File: config.mk
export PLATFORM = sky130hd
export DESIGN_NAME = tbank_access_top
export DESIGN_NICKNAME = d
export VERILOG_FILES = /design/src/rtl/tbank_pkg.sv /design/src/rtl/tbank_unlock.sv /design/src/rtl/tbank_regfile.sv /design/src/rtl/tbank_access_top.sv
export SDC_FILE = /design/constraint.sdc
export NUM_CORES = 2
export LEC_CHECK = 0
export BUFFER_PORTS_ARGS = -buffer_cell sky130_fd_sc_hd__buf_2
export CORE_ASPECT_RATIO = 0.8
export CORE_MARGIN = 4
export CORE_UTILIZATION = 35
export DETAILED_ROUTE_END_ITERATION = 10
export REMOVE_ABC_BUFFERS = 1
export SKIP_CTS_REPAIR_TIMING = 1
export SYNTH_ARGS = -nofsm -noshare
export SYNTH_HDL_FRONTEND = slang
export SYNTH_SLANG_ARGS = --single-unit
File: constraint.sdc
create_clock -name clk -period 44.4 [get_ports clk]
set_clock_uncertainty 0.1 [all_clocks]
set_input_delay 6.66 -clock clk [delete_from_list [all_inputs] [get_ports clk]]
set_output_delay 6.66 -clock clk [all_outputs]
set_load 0.01 [all_outputs]
File: src/rtl/tbank_pkg.sv
package tbank_pkg;
  localparam int CW       = 16;
  localparam int BIT_RD   = 15;
  localparam int BIT_WR   = 14;
  localparam int BANK_HI  = 12;
  localparam int BANK_LO  = 11;
  localparam int BIT_TM   = 10;
  localparam int RIDX_HI  = 9;
  localparam int RIDX_LO  = 5;
  localparam int WIDX_HI  = 4;
  localparam int WIDX_LO  = 0;
  localparam int BSEL_W   = BANK_HI - BANK_LO + 1;
  localparam int IDX_W    = RIDX_HI - RIDX_LO + 1;
  localparam int N_BANKS  = 1 << BSEL_W;

  localparam logic [4:0] A_CTRL  = 5'd20;
  localparam logic [4:0] A_RDATA = 5'd21;
  localparam logic [4:0] A_WDATA = 5'd23;

  localparam logic [CW-1:0] TM_ONLY = CW'(1) << BIT_TM;

  typedef enum logic [2:0] {
    UL_IDLE = 3'd0,
    UL_Z1   = 3'd1,
    UL_T1   = 3'd2,
    UL_Z2   = 3'd3,
    UL_OPEN = 3'd4
  } unlock_e;
endpackage

File: src/rtl/tbank_unlock.sv
module tbank_unlock
  import tbank_pkg::*;
(
  input  logic          clk,
  input  logic          rst_n,
  input  logic          ctrl_we,
  input  logic [CW-1:0] ctrl_word,
  output logic          bank_open
);
  unlock_e state_q, state_d;
  logic    is_zero, is_tm;

  assign is_zero = (ctrl_word == '0);
  assign is_tm   = (ctrl_word == TM_ONLY);

  always_comb begin
    state_d = state_q;
    if (ctrl_we) begin
      case (state_q)
        UL_IDLE: state_d = is_zero ? UL_Z1 : UL_IDLE;
        UL_Z1:   state_d = is_tm ? UL_T1 : (is_zero ? UL_Z1 : UL_IDLE);
        UL_T1:   state_d = is_zero ? UL_Z2 : UL_IDLE;
        UL_Z2:   state_d = is_tm ? UL_OPEN : (is_zero ? UL_Z1 : UL_IDLE);
        UL_OPEN: state_d = ctrl_word[BIT_TM] ? UL_OPEN : (is_zero ? UL_Z1 : UL_IDLE);
        default: state_d = UL_IDLE;
      endcase
    end
  end

  always_ff @(posedge clk or negedge rst_n) begin
    if (!rst_n) state_q <= UL_IDLE;
    else        state_q <= state_d;
  end

  assign bank_open = (state_q == UL_OPEN);

  // opening only ever follows the last step of the sequence
  p_open_after_seq_r3: assert property (@(posedge clk) disable iff (!rst_n)
    $rose(bank_open) |-> $past(state_q == UL_Z2));

  // a control word without test mode always leaves the banks shut
  p_close_on_clear_r5: assert property (@(posedge clk) disable iff (!rst_n)
    (ctrl_we && !ctrl_word[BIT_TM]) |=> !bank_open);
endmodule

File: src/rtl/tbank_regfile.sv
module tbank_regfile #(
  parameter int DW    = 16,
  parameter int AW    = 5,
  parameter int DEPTH = 30
) (
  input  logic          clk,
  input  logic          rst_n,
  input  logic          we,
  input  logic [AW-1:0] waddr,
  input  logic [DW-1:0] wdata,
  input  logic [AW-1:0] raddr,
  output logic [DW-1:0] rdata
);
  localparam logic [AW:0] LIM = (AW+1)'(DEPTH);

  logic [DW-1:0] mem [DEPTH];
  logic          w_in, r_in;

  assign w_in = ({1'b0, waddr} < LIM);
  assign r_in = ({1'b0, raddr} < LIM);

  always_ff @(posedge clk or negedge rst_n) begin
    if (!rst_n) begin
      for (int i = 0; i < DEPTH; i++) mem[i] <= '0;
    end else if (we && w_in) begin
      mem[waddr] <= wdata;
    end
  end

  assign rdata = r_in ? mem[raddr] : '0;

  // an in-range write lands at the addressed word
  p_commit_r7: assert property (@(posedge clk) disable iff (!rst_n)
    (we && w_in) |=> (mem[$past(waddr)] == $past(wdata)));
endmodule

File: src/rtl/tbank_access_top.sv
module tbank_access_top
  import tbank_pkg::*;
#(
  parameter int                 BANK_DEPTH   = 30,
  parameter logic [N_BANKS-1:0] BANK_PRESENT = 4'b1011
) (
  input  logic          clk,
  input  logic          rst_n,
  input  logic          mgmt_we,
  input  logic [4:0]    mgmt_addr,
  input  logic [CW-1:0] mgmt_wdata,
  output logic [CW-1:0] mgmt_rdata
);
  logic [1:0]          rst_sync_q;
  logic                rst_n_i;
  logic                ctrl_we, stage_we, bank_open, access_ok, rd_fire, wr_fire;
  logic [BSEL_W-1:0]   sel_bank;
  logic [IDX_W-1:0]    ridx, widx;
  logic [N_BANKS-1:0]  bank_we;
  logic [CW-1:0]       bank_rd [N_BANKS];
  logic [CW-1:0]       ctrl_q, ctrl_d, stage_q, stage_d, rdata_q, rdata_d;

  always_ff @(posedge clk or negedge rst_n) begin
    if (!rst_n) rst_sync_q <= 2'b00;
    else        rst_sync_q <= {rst_sync_q[0], 1'b1};
  end
  assign rst_n_i = rst_sync_q[1];

  assign ctrl_we   = mgmt_we && (mgmt_addr == A_CTRL);
  assign stage_we  = mgmt_we && (mgmt_addr == A_WDATA);
  assign sel_bank  = mgmt_wdata[BANK_HI:BANK_LO];
  assign ridx      = mgmt_wdata[RIDX_HI:RIDX_LO];
  assign widx      = mgmt_wdata[WIDX_HI:WIDX_LO];
  assign access_ok = ctrl_we && bank_open && mgmt_wdata[BIT_TM];
  assign rd_fire   = access_ok && mgmt_wdata[BIT_RD];
  assign wr_fire   = access_ok && mgmt_wdata[BIT_WR] && !mgmt_wdata[BIT_RD];

  tbank_unlock u_unlock (
    .clk       (clk),
    .rst_n     (rst_n_i),
    .ctrl_we   (ctrl_we),
    .ctrl_word (mgmt_wdata),
    .bank_open (bank_open)
  );

  for (genvar b = 0; b < N_BANKS; b++) begin : g_bank
    assign bank_we[b] = wr_fire && (sel_bank == BSEL_W'(b));
    if (BANK_PRESENT[b]) begin : g_real
      tbank_regfile #(.DW(CW), .AW(IDX_W), .DEPTH(BANK_DEPTH)) u_rf (
        .clk   (clk),
        .rst_n (rst_n_i),
        .we    (bank_we[b]),
        .waddr (widx),
        .wdata (stage_q),
        .raddr (ridx),
        .rdata (bank_rd[b])
      );
    end else begin : g_void
      assign bank_rd[b] = '0;
    end
  end

  always_comb begin
    ctrl_d  = ctrl_we  ? mgmt_wdata      : ctrl_q;
    stage_d = stage_we ? mgmt_wdata      : stage_q;
    rdata_d = rd_fire  ? bank_rd[sel_bank] : rdata_q;
  end

  always_ff @(posedge clk or negedge rst_n_i) begin
    if (!rst_n_i) begin
      ctrl_q  <= '0;
      stage_q <= '0;
      rdata_q <= '0;
    end else begin
      ctrl_q  <= ctrl_d;
      stage_q <= stage_d;
      rdata_q <= rdata_d;
    end
  end

  always_comb begin
    case (mgmt_addr)
      A_CTRL:  mgmt_rdata = ctrl_q;
      A_RDATA: mgmt_rdata = rdata_q;
      A_WDATA: mgmt_rdata = stage_q;
      default: mgmt_rdata = '0;
    endcase
  end

  // no bank word is written while the banks are shut
  p_locked_no_write_r4: assert property (@(posedge clk) disable iff (!rst_n_i)
    !bank_open |-> (bank_we == '0));

  // a control word with both strobes never writes
  p_read_wins_r8: assert property (@(posedge clk) disable iff (!rst_n_i)
    (ctrl_we && mgmt_wdata[BIT_RD] && mgmt_wdata[BIT_WR]) |-> (bank_we == '0));

  // at most one bank takes a write per cycle
  p_we_onehot_r7: assert property (@(posedge clk) disable iff (!rst_n_i)
    $onehot0(bank_we));

  // reading the bank without storage yields zero
  p_void_bank_zero_r9: assert property (@(posedge clk) disable iff (!rst_n_i)
    (rd_fire && !BANK_PRESENT[sel_bank]) |=> (rdata_q == '0));

  // read result holds unless a read is accepted
  p_rdata_hold_r10: assert property (@(posedge clk) disable iff (!rst_n_i)
    !rd_fire |=> $stable(rdata_q));
endmodule

[After elaboration in Yosys (flattened, before gate mapping)]
Index checks and enable logic that the tools add are counted.
Storage, ports and cells
  output and inout bits: 16
  register bits: 1493
Cells by class
  equal/unequal tests: 10
  muxes and demuxes: 27
  magnitude comparators: 6
  bitwise logic cells: 3
  reductions and logical operators: 18
Operators with widths (number)
  $bwmux 480: 3
  $bmux 16 s5: 3
  $mux 16: 12
  $demux 16 s5: 1
  $pmux 16 s3: 1
  $bmux 16 s2: 1
  $eq 16x11->1 const B: 1
  $logic_not 16->1: 1
  $eq 5x5->1 const B: 3
  $pmux 3 s5: 1
  $logic_and 1x1->1: 14
  $ge 6x6->1 const B: 2
  $not 5->6: 2
  $lt 5x5->1 const B: 2
  $mux 3: 3
  $eq 3x2->1 const B: 2
  $lt 6x1->1 const B: 1
  $eq 3x1->1 const B: 1
  $eq 3x3->1 const B: 1
  $ge 3x3->1 const B: 1
  $logic_not 3->1: 1
  $not 2->3: 1
  $eq 2x1->1 const B: 1
  $eq 2x2->1 const B: 1
  4 further kinds: 4

[Logic depth before layout (Yosys ltp)]
  depth in word-level cells: 8
  gate-level depth with buffers: 12

[Hierarchy]
From an unflattened synthesis, not the netlist that was laid out.
Unflattened totals
  cell total of the unflattened synthesis: 4680
  area, all modules: 69713.1 µm²
Modules (own cells, without submodules)
  tbank_regfile: seq. area each 12011.5 µm², instances 3, area each 22293.9 µm², cells each 1482
  tbank_access_top: seq. area each 1251.2 µm², instances 1, area each 2611.3 µm², cells each 212
  tbank_unlock: seq. area each 75.1 µm², instances 1, area each 220.2 µm², cells each 22

[Worst setup path before layout]
Ideal clock, no wire load.
  path type: in2out
  from: input mgmt_addr[3]
  to: output mgmt_rdata[0]
  buffers on the path: 2
  arrival: 7.722 ns
  setup slack: 29.918 ns
  stages on the path: 6
  cells stage by stage: and3b_1 -> and2_1 -> clkbuf_1 -> clkbuf_1 -> nand2_1 -> o21ai_0
Between the ends
  cells in the longest elaborated chain, start to end: 2
  elaborated cells between the ends (all ways): 4
  classes of those cells: 3 x eq/ne; 1 x mux
Ends and longest elaborated chain
  start: declaration: line tbank_access_top.sv:10  | input logic [4:0] mgmt_addr,
  $eq 5x5->1: line tbank_access_top.sv:82  | case (mgmt_addr)
  $pmux 16 s3 *: line tbank_access_top.sv:82
  end: declaration: line tbank_access_top.sv:12  | output logic [CW-1:0] mgmt_rdata
Every way passes the cells marked *; elsewhere a longest branch is shown, timed or not.

[Worst setup path after layout]
  from: input mgmt_addr[1]
  to: output mgmt_rdata[11]
Same word-level chain as after synthesis.

==> impl_metrics.py <==
metrics = {
    "timing": {
        "rsz0062_at_grt": "no",
        "period_needed_ns": 15.24,
        "fmax_ghz": 0.0656,
        "fin_setup_tns_ns": 0,
        "worstMarginPinSlew_ns": 1.31,
        "fin_ws_ns": 29.16,
        "hold_viol": 0,
        "fin_crit_sh": 0.343,
        "timing.final.setup_violations": 0,
        "relSlewSlack": 0.128,
        "slew_viol_final": 0,
    },
    "yosys": {
        "ys_ff_latch": 1493,
        "synthXorXnorAreaFrac": 0,
        "yosysWarnings": 0,
        "synthSimpleGateAreaFrac": 0.0293,
        "synth_top_area_frac": 0.541,
        "synthMuxAreaShare": 0.367,
        "synth_cells": 4631,
        "ys_seq_area_frac": 0.541,
        "synth-edff-count": 0,
        "netlist_top_cells_area": "dfrtp_1, mux2_2, mux4_2",
        "syn_avg_cell_area_um2": 14.9,
        "synthAdderAreaFrac": 0,
        "synth_top_family_by_area": "multiplexers",
        "yosysTopAreaCell": "dfrtp_1",
        "synth-compound-area-share": 0.0292,
        "async_flop_share": 1.00,
        "ys_types": 75,
        "synth-main-ff-cell": "dfrtp_1",
        "syn_area_um2": 69000,
    },
    "layout": {
        "utilization": 0.390,
        "nets": 4540,
        "final_layout_size_suffix_gt1_frac": 0.457,
        "area_growth_pct": 10.5,
    },
    "clock_tree": {
        "cts_tree": "yes",
        "h-tree-depth": 4,
        "clock_latency_ns": 0.80,
        "cts_buffer_depth": 3,
        "root_buffer": "clkbuf_16",
        "cts_sinks": 1493,
        "cts.clk_slew.worst_paths_ns": 0.06,
        "cts_inserted_buffers": 149,
    },
    "global_route": {
        "grt_max_degree": 175,
        "grt_overflow": 0,
        "grtUsageMet1": 0.281,
        "antenna_found_initial": 14,
        "globalRouteMet2Util": 0.290,
        "grtUsageMet3": 0.0537,
        "top_usage_layer": "met2",
        "grt_use_total": 0.198,
        "grt_pass1_vias": 42332,
        "grt_pass1_wl_um": 300000,
    },
    "power_and_ir_drop": {
        "power.density_nw_per_um2": 37.8,
        "ir_drop_v": 0.0000281,
        "total_power_mw": 2.88,
        "power.leakage_nw": 37.1,
    },
    "routing": {
        "avgViaCountPerCell": 5.69,
        "via_count": 41037,
        "avgRoutedWirePerCell_um": 28.2,
        "first_pass_iters": 5,
        "ant_nets": 0,
        "drc_errors": 0,
        "routed_wl_um": 204000,
        "drt-initial-drc-count": 3519,
    },
    "worst_setup_path": {
        "max_stage_delay_ns": 0.85,
        "worstPathCellList": "buf_2 -> nor2_4 -> and2_1 -> nand2_1 -> o21ai_0 -> buf_2",
        "cp-start-kind": "primary input",
        "endpoint_kind": "output pin",
        "path_max_fanout": 18,
        "path_delay_family": "simple AND/OR/NAND/NOR gates",
        "critPathBufInv": 2,
        "slowest_stage": "and2_1",
        "crit_top_cell": "buf_2",
        "worstPathArrival_ns": 8.48,
        "critPathKind": "in -> out",
        "critPathRequiredTime_ns": 37.64,
    },
    "placement": {
        "routabilityCongestion": 0.921,
        "post-place-ws_ns": 29.15,
        "dp_hpwl_um": 125000,
        "numPortBuffers": 39,
    },
    "die": {
        "die_h_um": 405,
        "pin_count": 40,
        "core-area_um2": 196000,
        "die_w_um": 504,
        "rows": 145,
        "dieArea_um2": 204000,
        "initial_core_util": 0.353,
    },
    "hold_path": {
        "holdCritPathClass": "reg -> reg",
    },
    "status": {
        "status": "finished, final reports clean",
    },
    "flow_run": {
        "cap_violations": 0,
    },
}
-- metrics by stage --
step	std cells	hold slack [ns]	instance area, um2
floorplan	4200	0.231	66800
global placement	6937	0.234	71400
detailed placement	6937	0.235	71400
CTS	7208	0.249	76300
global route	7208	0.259	76300
finish	7209	0.248	76300
-- worst reg2reg max path, delay by kind of cell (launching register included) --
kind          cells  cell delay (ns)
simple gates      4             2.50
flops             1             0.42
buf+inv           1             0.49
mux               1             0.63
-- sequential cells by signal, indices dropped and copies added (netlist names) --
| name | cells |
|---|---|
| g_bank.g_real.u_rf.mem | 1440 |
| ctrl_q | 16 |
| rdata_q | 16 |
| stage_q | 16 |
| u_unlock.state_q | 3 |
| rst_sync_q | 2 |
-- final timing paths --
path,start,endpoint,slack (ns),cells past startpoint
min in group asynchronous,rst_sync_q[1],g_bank[0].g_real.u_rf.mem[65],0.31,0
hold / removal,rst_sync_q[0],rst_sync_q[1],0.25,0
setup reg to reg,u_unlock.state_q[1],g_bank[0].g_real.u_rf.mem[17],40.14,6
max in group asynchronous,rst_n,rst_sync_q[1],38.53,1
setup / recovery,mgmt_addr[1],mgmt_rdata[11],29.16,6
hold reg to reg,rst_sync_q[0],rst_sync_q[1],0.25,0
-- area by class of cell --
type | instances | area [um2]
antenna | 1 | 2.50
fill | 18020 | 119000
clock inverter | 49 | 569
multi-input combinational | 2702 | 29400
sequential | 1493 | 37400
inverter | 5 | 18.8
tap | 2572 | 3220
timing repair buffer | 165 | 1260
clock buffer | 222 | 4340
-- per-layer routing --
metal	routed length (um)	part of all wire	vias up
met4	7890	0.039	6
met1	92300	0.45	22420
met3	15800	0.078	396
met5	37	0.00018	-
met2	87600	0.43	1242
li1	-	-	16973
-- power breakdown --
group          internal [mW]  switching, mW
clock network          0.718          0.563
logic                 0.0385          0.150
registers               1.37         0.0464
total                   2.13          0.759
-- synthesized netlist by cell type, types with 6 or more instances --
cell type / instances
nor3_4: 8
a21oi_1: 52
o221ai_1: 17
clkbuf_1: 200
buf_6: 27
buf_2: 119
a31oi_1: 11
nand4_1: 13
a22oi_1: 12
nand3_1: 70
nor2_1: 62
nand2_1: 128
o22ai_1: 42
nand2b_1: 6
buf_1: 29
a2111oi_0: 6
and2_1: 7
dfrtp_1: 1493
a32oi_1: 7
mux4_2: 255
mux2_2: 1402
a221oi_1: 15
o211ai_1: 7
mux4_1: 17
buf_8: 8
mux2i_1: 235
nor3_1: 25
o21ai_0: 97
a211oi_1: 7
nand3_2: 14
nor2b_1: 11
mux2_1: 91
nand2_2: 10
buf_4: 45
-- kinds of logic after synthesis --
family	Yosys count
muxes	2000
DFF	1493
and+or+nand+nor	388
AOI/OAI and AO/OA	313
other	1
buffers and inverters	436
-- placed cells by master, fill, tap and decap left out, types with 13 or more instances in the layout --
master / count
nor3_1: 24
dfrtp_1: 1476
a21oi_1: 52
nand2_1: 128
mux2_1: 91
mux4_2: 255
mux2i_1: 235
nand4_1: 13
o22ai_1: 42
buf_4: 120
dfrtp_4: 17
nand3_2: 15
nor2_1: 60
nand3_1: 69
mux4_1: 17
clkinv_2: 26
o21ai_0: 97
mux2_2: 1402
o221ai_1: 17
clkbuf_1: 43
clkbuf_8: 27
a221oi_1: 15
clkbuf_16: 152
buf_2: 35
(Power assumes the default switching activity.)
